### config.mk
export PLATFORM = sky130hd
export DESIGN_NAME = vpat_gen
export DESIGN_NICKNAME = d
export VERILOG_FILES = /design/src/rtl/vpat_pkg.sv /design/src/rtl/vpat_scan.sv /design/src/rtl/vpat_pixel.sv /design/src/rtl/vpat_gen.sv
export SDC_FILE = /design/constraint.sdc
export NUM_CORES = 1
export LEC_CHECK = 0
export CAP_MARGIN = 25
export CORE_MARGIN = 4
export CORE_UTILIZATION = 68
export DETAILED_ROUTE_END_ITERATION = 8
export DONT_BUFFER_PORTS = 1
export GPL_TIMING_DRIVEN = 0
export PLACE_DENSITY = 0.84
export SLEW_MARGIN = 10
export SYNTH_ARGS = -nofsm -noshare
export SYNTH_HDL_FRONTEND = slang
export SYNTH_SLANG_ARGS = --single-unit
### constraint.sdc
create_clock -name clk -period 22.7 [get_ports clk]
set_input_delay 3.405 -clock clk [delete_from_list [all_inputs] [get_ports clk]]
set_output_delay 3.405 -clock clk [all_outputs]
set_load 0.01 [all_outputs]
### src/rtl/vpat_pkg.sv
package vpat_pkg;

   typedef enum logic [1:0] {
      FMT_RGB    = 2'd0,
      FMT_YCC444 = 2'd1,
      FMT_YCC422 = 2'd2,
      FMT_MONO   = 2'd3
   } fmt_e;

   typedef enum logic [1:0] {
      BARS_COLOUR = 2'd0,
      BARS_GREY   = 2'd1,
      BARS_BW     = 2'd2,
      BARS_MIXED  = 2'd3
   } bars_e;

   // {r,g,b} presence flags for bar index 0..7 (white .. black)
   function automatic logic [2:0] bar_rgb(input logic [2:0] bar);
      return {~bar[1], ~bar[2], ~bar[0]};
   endfunction

   function automatic int ycc_y(input int r, input int g, input int b, input int maxv);
      return ((77 * r + 150 * g + 29 * b) * maxv) / 256;
   endfunction

   function automatic int ycc_cb(input int r, input int g, input int b,
                                 input int maxv, input int mid);
      return (256 * mid + (128 * b - 43 * r - 85 * g) * maxv) / 256;
   endfunction

   function automatic int ycc_cr(input int r, input int g, input int b,
                                 input int maxv, input int mid);
      return (256 * mid + (128 * r - 107 * g - 21 * b) * maxv) / 256;
   endfunction

   function automatic int grey_level(input int bar, input int maxv);
      return (maxv * (7 - bar)) / 7;
   endfunction

endpackage

### src/rtl/vpat_scan.sv
module vpat_scan #(
   parameter int PPB   = 2,
   parameter int DIM_W = 15,
   parameter int BPS   = 8,
   localparam int XW   = DIM_W + 1
) (
   input  logic             clk,
   input  logic             rst,
   input  logic             ready,
   input  logic [DIM_W-1:0] cfg_width,
   input  logic [DIM_W-1:0] cfg_height,
   input  logic [3:0]       cfg_ilace,
   input  logic [1:0]       cfg_fmt,
   input  logic             cfg_pat,
   input  logic [1:0]       cfg_bars,
   input  logic [BPS-1:0]   cfg_k0,
   input  logic [BPS-1:0]   cfg_k1,
   input  logic [BPS-1:0]   cfg_k2,
   output logic             run,
   output logic [XW-1:0]    x_base,
   output logic [DIM_W-1:0] y_line,
   output logic             field,
   output logic             eol,
   output logic             top_half,
   output logic [DIM_W-1:0] wid_q,
   output logic [1:0]       fmt_q,
   output logic             pat_q,
   output logic [1:0]       bars_q,
   output logic [BPS-1:0]   k0_q,
   output logic [BPS-1:0]   k1_q,
   output logic [BPS-1:0]   k2_q
);

   logic [DIM_W-1:0] lines_q;
   logic             il_q;
   logic [DIM_W-1:0] half_h;
   logic [DIM_W-1:0] lines_nx;
   logic             eof;
   logic             load;
   logic             next_field;

   assign half_h     = cfg_height >> 1;
   assign lines_nx   = cfg_ilace[3] ? ((half_h == '0) ? DIM_W'(1) : half_h) : cfg_height;
   assign eol        = (x_base + XW'(PPB)) >= {1'b0, wid_q};
   assign eof        = eol && (y_line == (lines_q - DIM_W'(1)));
   assign top_half   = y_line < (lines_q >> 1);
   assign load       = !run || (ready && eof);
   assign next_field = !cfg_ilace[3] ? 1'b0 : (il_q ? ~field : cfg_ilace[2]);

   always_ff @(posedge clk) begin
      if (rst) begin
         run    <= 1'b0;
         x_base <= '0;
         y_line <= '0;
      end else begin
         run <= 1'b1;
         if (run && ready) begin
            if (eol) begin
               x_base <= '0;
               y_line <= eof ? '0 : y_line + DIM_W'(1);
            end else begin
               x_base <= x_base + XW'(PPB);
            end
         end
      end
   end

   always_ff @(posedge clk) begin
      if (rst) begin
         wid_q   <= '0;
         lines_q <= DIM_W'(1);
         il_q    <= 1'b0;
         field   <= 1'b0;
         fmt_q   <= '0;
         pat_q   <= 1'b0;
         bars_q  <= '0;
         k0_q    <= '0;
         k1_q    <= '0;
         k2_q    <= '0;
      end else if (load) begin
         wid_q   <= cfg_width;
         lines_q <= lines_nx;
         il_q    <= cfg_ilace[3];
         field   <= run ? next_field : (cfg_ilace[3] & cfg_ilace[2]);
         fmt_q   <= cfg_fmt;
         pat_q   <= cfg_pat;
         bars_q  <= cfg_bars;
         k0_q    <= cfg_k0;
         k1_q    <= cfg_k1;
         k2_q    <= cfg_k2;
      end
   end

   AST_RUN_PERSIST: assert property (@(posedge clk) disable iff (rst)
      run |=> run);

   AST_LINE_IN_RANGE: assert property (@(posedge clk) disable iff (rst)
      run |-> (y_line < lines_q));

   AST_WRAP_AFTER_LAST: assert property (@(posedge clk) disable iff (rst)
      (run && ready && eol) |=> (x_base == '0));

endmodule

### src/rtl/vpat_pixel.sv
module vpat_pixel
   import vpat_pkg::*;
#(
   parameter int BPS = 8,
   parameter int XW  = 16
) (
   input  logic [XW-1:0]    px_x,
   input  logic [XW-1:0]    width,
   input  logic             top_half,
   input  logic [1:0]       fmt,
   input  logic             pat_const,
   input  logic [1:0]       bars,
   input  logic [BPS-1:0]   k0,
   input  logic [BPS-1:0]   k1,
   input  logic [BPS-1:0]   k2,
   output logic [3*BPS-1:0] px_data
);

   localparam int MAXV = (2 ** BPS) - 1;
   localparam int MIDV = 2 ** (BPS - 1);
   localparam int TW   = XW + 4;

   logic [2:0]     bar;
   logic [2:0]     rgb;
   logic           use_col;
   int             lvl;
   bars_e          mode;
   fmt_e           fmt_v;
   logic [BPS-1:0] p0, p1, p2;

   // bar index = number of thresholds k*W (k=1..7) not above 8x
   always_comb begin
      bar = 3'd0;
      for (int k = 1; k < 8; k++) begin
         if (TW'({px_x, 3'b000}) >= TW'(k) * TW'(width)) bar = bar + 3'd1;
      end
   end

   always_comb begin
      mode    = bars_e'(bars);
      fmt_v   = fmt_e'(fmt);
      rgb     = bar_rgb(bar);
      use_col = (mode == BARS_COLOUR) || ((mode == BARS_MIXED) && top_half);
      lvl     = (mode == BARS_BW) ? (bar[0] ? 0 : MAXV) : grey_level(int'(bar), MAXV);
      if (pat_const) begin
         p0 = k0;
         p1 = k1;
         p2 = k2;
      end else if (use_col) begin
         if (fmt_v == FMT_RGB) begin
            p0 = rgb[2] ? BPS'(MAXV) : '0;
            p1 = rgb[1] ? BPS'(MAXV) : '0;
            p2 = rgb[0] ? BPS'(MAXV) : '0;
         end else begin
            p1 = BPS'(ycc_y(int'(rgb[2]), int'(rgb[1]), int'(rgb[0]), MAXV));
            p2 = BPS'(ycc_cb(int'(rgb[2]), int'(rgb[1]), int'(rgb[0]), MAXV, MIDV));
            p0 = BPS'(ycc_cr(int'(rgb[2]), int'(rgb[1]), int'(rgb[0]), MAXV, MIDV));
         end
      end else begin
         p1 = BPS'(lvl);
         p0 = (fmt_v == FMT_RGB) ? BPS'(lvl) : BPS'(MIDV);
         p2 = (fmt_v == FMT_RGB) ? BPS'(lvl) : BPS'(MIDV);
      end
   end

   always_comb begin
      if (px_x >= width) begin
         px_data = '0;
      end else begin
         case (fmt_v)
            FMT_YCC422: px_data = {BPS'(0), (px_x[0] ? p0 : p2), p1};
            FMT_MONO:   px_data = {BPS'(0), BPS'(0), p1};
            default:    px_data = {p0, p2, p1};
         endcase
      end
   end

endmodule

### src/rtl/vpat_gen.sv
module vpat_gen #(
   parameter int PPB   = 2,
   parameter int BPS   = 8,
   parameter int DIM_W = 15,
   localparam int XW   = DIM_W + 1,
   localparam int PXW  = 3 * BPS
) (
   input  logic               clk,
   input  logic               rst,
   input  logic [DIM_W-1:0]   cfg_width,
   input  logic [DIM_W-1:0]   cfg_height,
   input  logic [3:0]         cfg_ilace,
   input  logic [1:0]         cfg_fmt,
   input  logic               cfg_pat,
   input  logic [1:0]         cfg_bars,
   input  logic [BPS-1:0]     cfg_k0,
   input  logic [BPS-1:0]     cfg_k1,
   input  logic [BPS-1:0]     cfg_k2,
   input  logic               m_tready,
   output logic               m_tvalid,
   output logic [PPB*PXW-1:0] m_tdata,
   output logic               m_tuser,
   output logic               m_tlast,
   output logic               m_tfield
);

   if (PPB < 1 || PPB > 8) begin : g_bad_ppb
      $error("vpat_gen: PPB must be 1..8");
   end
   if (BPS < 8 || BPS > 16) begin : g_bad_bps
      $error("vpat_gen: BPS must be 8..16");
   end
   if (DIM_W < 2 || DIM_W > 15) begin : g_bad_dim
      $error("vpat_gen: DIM_W must be 2..15");
   end

   logic             run, field, eol, top_half, pat_q;
   logic [XW-1:0]    x_base;
   logic [DIM_W-1:0] y_line, wid_q;
   logic [1:0]       fmt_q, bars_q;
   logic [BPS-1:0]   k0_q, k1_q, k2_q;

   vpat_scan #(.PPB(PPB), .DIM_W(DIM_W), .BPS(BPS)) u_scan (
      .clk(clk), .rst(rst), .ready(m_tready),
      .cfg_width(cfg_width), .cfg_height(cfg_height), .cfg_ilace(cfg_ilace),
      .cfg_fmt(cfg_fmt), .cfg_pat(cfg_pat), .cfg_bars(cfg_bars),
      .cfg_k0(cfg_k0), .cfg_k1(cfg_k1), .cfg_k2(cfg_k2),
      .run(run), .x_base(x_base), .y_line(y_line), .field(field), .eol(eol),
      .top_half(top_half), .wid_q(wid_q), .fmt_q(fmt_q), .pat_q(pat_q),
      .bars_q(bars_q), .k0_q(k0_q), .k1_q(k1_q), .k2_q(k2_q)
   );

   for (genvar gi = 0; gi < PPB; gi++) begin : g_lane
      vpat_pixel #(.BPS(BPS), .XW(XW)) u_pixel (
         .px_x(x_base + XW'(gi)), .width({1'b0, wid_q}), .top_half(top_half),
         .fmt(fmt_q), .pat_const(pat_q), .bars(bars_q),
         .k0(k0_q), .k1(k1_q), .k2(k2_q),
         .px_data(m_tdata[gi*PXW +: PXW])
      );
   end

   assign m_tvalid = run;
   assign m_tuser  = run && (x_base == '0) && (y_line == '0);
   assign m_tlast  = run && eol;
   assign m_tfield = field;

   AST_HOLD_STALL: assert property (@(posedge clk) disable iff (rst)
      (m_tvalid && !m_tready) |=> (m_tvalid && $stable(m_tdata) && $stable(m_tuser)
                                   && $stable(m_tlast) && $stable(m_tfield)));

   AST_FIELD_STABLE: assert property (@(posedge clk) disable iff (rst)
      (m_tvalid && !m_tuser) |-> $stable(m_tfield));

endmodule

# Word-level counts from Yosys, hierarchy flattened
# Index checks and enable logic that the tools add are counted.
[word_totals]
regBits = 93
inputBits = 66
out_inout_bits = 52
elab_cells = 198
[classes]
addsub = 40
n_mul = 26
div = 2
n_lt_le_gt_ge = 18
eq_ne = 5
mux = 58
bitwise = 14
n_reduce_logical = 22
[ops]
columns = ["cell", "count"]
rows = [
  ["$mux W8", 32],
  ["$mul A32 B9 Y32 const B", 6],
  ["$add A17 B32 Y32 const A", 4],
  ["$add A32 B32 Y32", 4],
  ["$sub A32 B32 Y32", 4],
  ["$sub A9 B32 Y32", 4],
  ["$ge A19 B19 Y1", 6],
  ["$pmux W24 S2", 2],
  ["$div A32 B4 Y32 const B", 2],
  ["$mul A7 B1 Y8 const A", 8],
  ["$mul A9 B32 Y32 const A", 2],
  ["$add A8 B1 Y8", 6],
  ["$ge A16 B15 Y1", 3],
  ["$mux W24", 2],
  ["$reduce_or A8 Y1", 6],
  ["$ge A19 B15 Y1", 2],
  ["$ge A19 B16 Y1", 2],
  ["$ge A19 B17 Y1", 2],
  ["$ge A19 B18 Y1", 2],
  ["$mul A3 B15 Y18 const A", 2],
  ["$mux W3", 12],
  ["$mul A2 B15 Y17 const A", 2],
  ["$add A3 B1 Y3 const B", 10],
  ["$logic_not A15 Y1", 2],
  ["23 further kinds", 58],
]

# Logic depth before layout (Yosys ltp)
[depth]
depth_word = 30
depth_mapped = 82

# Hierarchy
# A second synthesis with hierarchy kept.
[unflattened]
hier_cells = 3678
hier_area_um2 = 30360.4
[by_module_without_submodules]
columns = ["mod", "instances", "cells_per_inst", "area_per_inst_um2", "seq_area_each_um2"]
rows = [
  ["vpat_pixel", 2, 1479, 12175.4, 0.0],
  ["vpat_scan", 1, 664, 5577.8, 1841.8],
  ["vpat_gen", 1, 56, 431.7, 0.0],
]

# Worst setup path before layout
# No wires, ideal clock.
[synth_timing]
path_kind = "reg2out"
from = "reg u_scan.wid_q[2]"
to = "out m_tdata[15]"
arrival_ns = 15.600
required_time_ns = 19.295
setup_slack_ns = 3.695
stages_incl_launch_ff = 77
n_path_buf = 1
path_cell_list = "dfxtp_1 -> inv_1 -> ha_1 -> a211oi_1 -> o21bai_1 -> o211ai_1 -> nand2_1 -> a21o_1 -> a21oi_1 -> nor2b_1 -> o21ai_0 -> nand2b_1 -> xnor2_1 -> ha_1 -> nand4_1 -> or4_1 -> a2111oi_4 -> o31ai_4 -> [41 not listed] -> o21ai_0 -> nand2b_1 -> a21oi_1 -> nor2b_1 -> o21ai_0 -> nand2b_1 -> a221oi_1 -> xor2_1 -> nor2_1 -> ha_1 -> and3_1 -> and3_1 -> nand3_1 -> xor2_1 -> xnor2_1 -> o21ai_1 -> a21o_1 -> a21oi_1"
[synth_via]
elab_chain_cells = 29
word_cells_on_any_way = 63
[synth_rtl]
columns = ["item", "line_no", "text"]
rows = [
  ["start, declared", "vpat_scan.sv:25", "output logic [DIM_W-1:0] wid_q,"],
  ["start signal, assigned", "vpat_scan.sv:81", "wid_q <= cfg_width;"],
  ["branches (longest 28 deep; another with $ge A19 B18 Y1)", "n/a", ""],
  ["$mux W24 (*)", "vpat_pixel.sv:67", "if (px_x >= width) begin"],
  ["end, declared", "vpat_gen.sv:21", "output logic [PPB*PXW-1:0] m_tdata,"],
]
# Every way passes the cells marked *.

# Worst setup path in the final report
[layout_timing]
from = "reg u_scan.wid_q[1]"
to = "out m_tdata[39]"
# The elaborated chain is that of the path after synthesis.

==> metrics.cfg <==
[finish]
area_growth_pct=3.792
final_area_mm2=0.03432
n_fill_cell=3692
layout.nets=5014
drive_gt1_share_pct=2.259

[yosys]
avgSynthCellArea_um2=8.551
synth_edf_count=0
syn-cell-area_mm2=0.03307
ys.flop_type=dfxtp_1
synth_cell_types=98
ys_ff_latch=92
yosysSeqAreaShare_pct=5.570
async_flop_share_pct=0
ys_warn_count=0
synthCells=3867

[die]
dieHeight_um=228.5
die-area_mm2=0.05222
io_pins=118
placeableCoreArea_mm2=0.04795
die_w_um=228.5
initial_core_util_pct=68.96
rows=80

[timing]
fmax_mhz=46.24
period_minus_slack_ps=21630
hold_violations=0
relSlewSlack_pct=27.99
setup_viol=0
final.period_utilization_pct=95.28
drv_slew=0
fin_skew_ps=15.08
rsz0062_at_grt=false
fin_tns_setup_ps=0
max_slew.worst_pin.slew_ps=1080

[detailed_routing]
drt-initial-drc-count=2627
drcViolationCount=0
drt_pass1_iterations=5
postRouteWirelength_mm=91.56
antenna_left=0
vias_per_cell=6.290
via_count=28390
routedWlPerCell_um=20.29

[grt]
grt_pass1_wl_mm=148.5
grt_max_degree=20
grt_antenna_before_repair=4
grt-ovfl-total=0
track_usage_pct=34.73
grt_pass1_vias=28170

[critical_path]
critPathCaptureType=output port
start_kind=flop
crit_slowest_cell=o21ai_1
reg2reg_depth=24
crit_type=flop to output port
critPathMaxStageDelay_ps=750
reg2reg_from=u_scan.wid_q[1]$_SDFFE_PP0P_
reg2reg_setup_slack_ps=15580
required_ps=19300
reg2reg_to=u_scan.k1_q[6]$_SDFFE_PP0P_
crit_arrival_ps=18220
critPathMaxFanout=14
crit_top_cell=ha_1

[flow_run]
maxCapViolCount=0

[min_path]
whs_path_depth=2
hold_path.class=flop to flop
hp-start=u_scan.lines_q[13]$_SDFFE_PP0P_
whs_endpoint=u_scan.lines_q[13]$_SDFFE_PP0P_

[placed_design]
place_congestion=1.006
dpl.hpwl_mm=77.52
placed_area_mm2=0.03392
place.port_buffers=0

[clocking]
holdBufCountCts=0
cts_buffers=9
cts.sinks=92
htreeDepth=3
cts_setup_buffers=0
clk_latency_ps=370
cts_root_buffer=clkbuf_16
cts.clk_slew.worst_paths_ps=90
cts_tree=yes
cts_buffer_depth=2

[outcome]
outcome=finished, final reports clean

-- cells in the mapped netlist, drive strengths merged (32+ instances only) --
| cell type | number | share of area (%) |
|---|---|---|
| a211oi | 51 | 1.2 |
| a21o | 95 | 2.2 |
| nand2b | 69 | 1.3 |
| fa | 353 | 21 |
| a31oi | 32 | 0.61 |
| and3 | 43 | 0.81 |
| nand2 | 181 | 2.1 |
| nor2b | 73 | 1.4 |
| xnor2 | 136 | 3.6 |
| clkbuf | 92 | 1.0 |
| nand3 | 86 | 1.3 |
| nand4 | 41 | 0.79 |
| o21a | 45 | 1.0 |
| mux2i | 59 | 1.8 |
| nor2 | 207 | 2.3 |
| o21ai | 165 | 2.5 |
| inv | 587 | 6.7 |
| xor2 | 85 | 2.3 |
| nor3 | 58 | 0.88 |
| dfxtp | 92 | 5.6 |
| a21oi | 244 | 3.7 |
| ha | 703 | 27 |
-- worst max path at each step --
stage / startpoint / end / slack [ps]
floorplan: u_scan.wid_q[2]$_SDFFE_PP0P_ / m_tdata[15] / 3700
global placement: u_scan.wid_q[1]$_SDFFE_PP0P_ / m_tdata[15] / 460
detailed placement: u_scan.wid_q[1]$_SDFFE_PP0P_ / m_tdata[15] / 550
CTS: u_scan.wid_q[1]$_SDFFE_PP0P_ / m_tdata[15] / 40
global route: u_scan.wid_q[1]$_SDFFE_PP0P_ / m_tdata[39] / 40
finish: u_scan.wid_q[1]$_SDFFE_PP0P_ / m_tdata[39] / 1070
-- per-stage QoR --
step | hold slack, ps | instances | util [%] | worst slack, ps
after floorplan | 454.3 | 3870 | - | 3695
after global placement | 478.8 | 4485 | 70.59 | 458.1
after detailed placement | 493.5 | 4490 | 70.74 | 551.0
after CTS | 510.8 | 4505 | 71.42 | 42.23
after global routing | 547.7 | 4513 | 71.58 | 39.15
final | 507.2 | 4513 | 71.58 | 1072
-- critical path, delay by kind of cell, from the launching register on --
kind / cells / cell delay [ps]
mux: 3 / 710
fa+ha+maj: 14 / 5080
simple gates: 21 / 2520
compound gates: 24 / 5570
xor+xnor: 6 / 1260
buf+inv: 7 / 1960
flops: 1 / 730
-- logic make-up (layout without fill, tap and decap cells) --
group	count (synthesis)	count (layout)	synth area share, %
AO/OA/AOI/OAI	830	830	16.34
AND/OR/NAND/NOR	898	898	13.89
adder cells (fa/ha/maj)	1060	1060	48.10
other	1	6	0.01134
buffers and inverters	695	721	7.935
XOR/XNOR	224	224	6.088
multiplexers	67	67	2.059
flip-flops	92	92	5.570
-- layer usage --
metal  track usage (%)  routed length (µm)
met5                 0                  34
met4             10.37                3240
met3             7.141                8548
met2             54.43               40180
met1             48.71               39560
-- layout make-up --
| class | instances | area [µm²] | area share (%) |
|---|---|---|---|
| sequential | 92 | 1842 | 5.367 |
| tap | 615 | 769.5 | 2.242 |
| clock inverter | 6 | 102.6 | 0.2990 |
| antenna | 2 | 5.005 | 0.01458 |
| inverter | 590 | 2218 | 6.464 |
| clock buffer | 9 | 225.2 | 0.6562 |
| buffer | 105 | 410.4 | 1.196 |
| multi-input combinational | 3083 | 28620 | 83.40 |
| timing repair buffer | 11 | 123.9 | 0.3609 |
-- registers in the layout, summed over array words and instances, names as in the netlist --
register        count
u_scan.lines_q     15
u_scan.pat_q        1
u_scan.field        1
u_scan.il_q         1
u_scan.x_base      15
u_scan.run          1
u_scan.k0_q         8
u_scan.fmt_q        2
u_scan.y_line      15
u_scan.wid_q       15
u_scan.k2_q         8
u_scan.bars_q       2
u_scan.k1_q         8
-- placed cells by master, fill, tap and decap left out, drive strengths merged, types with 22 or more instances in the layout --
cell type / n
ha: 703
inv: 590
fa: 353
a21oi: 244
nor2: 207
nand2: 181
o21ai: 165
xnor2: 136
clkbuf: 103
a21o: 95
dfxtp: 92
nand3: 86
xor2: 85
nor2b: 73
nand2b: 69
mux2i: 59
nor3: 58
a211oi: 51
o21a: 45
and3: 43
nand4: 41
a31oi: 32
nor4: 29
o21bai: 26
and2: 26
buf: 22
-- what timing repair did --
action	in CTS	in global routing
setup endpoints to repair	0	13
resized for setup	0	5
hold endpoints to repair	0	0
Power is left out: the tool's default activity adds up to more than one toggle a clock period on the data nets, which glitch-free logic cannot reach.
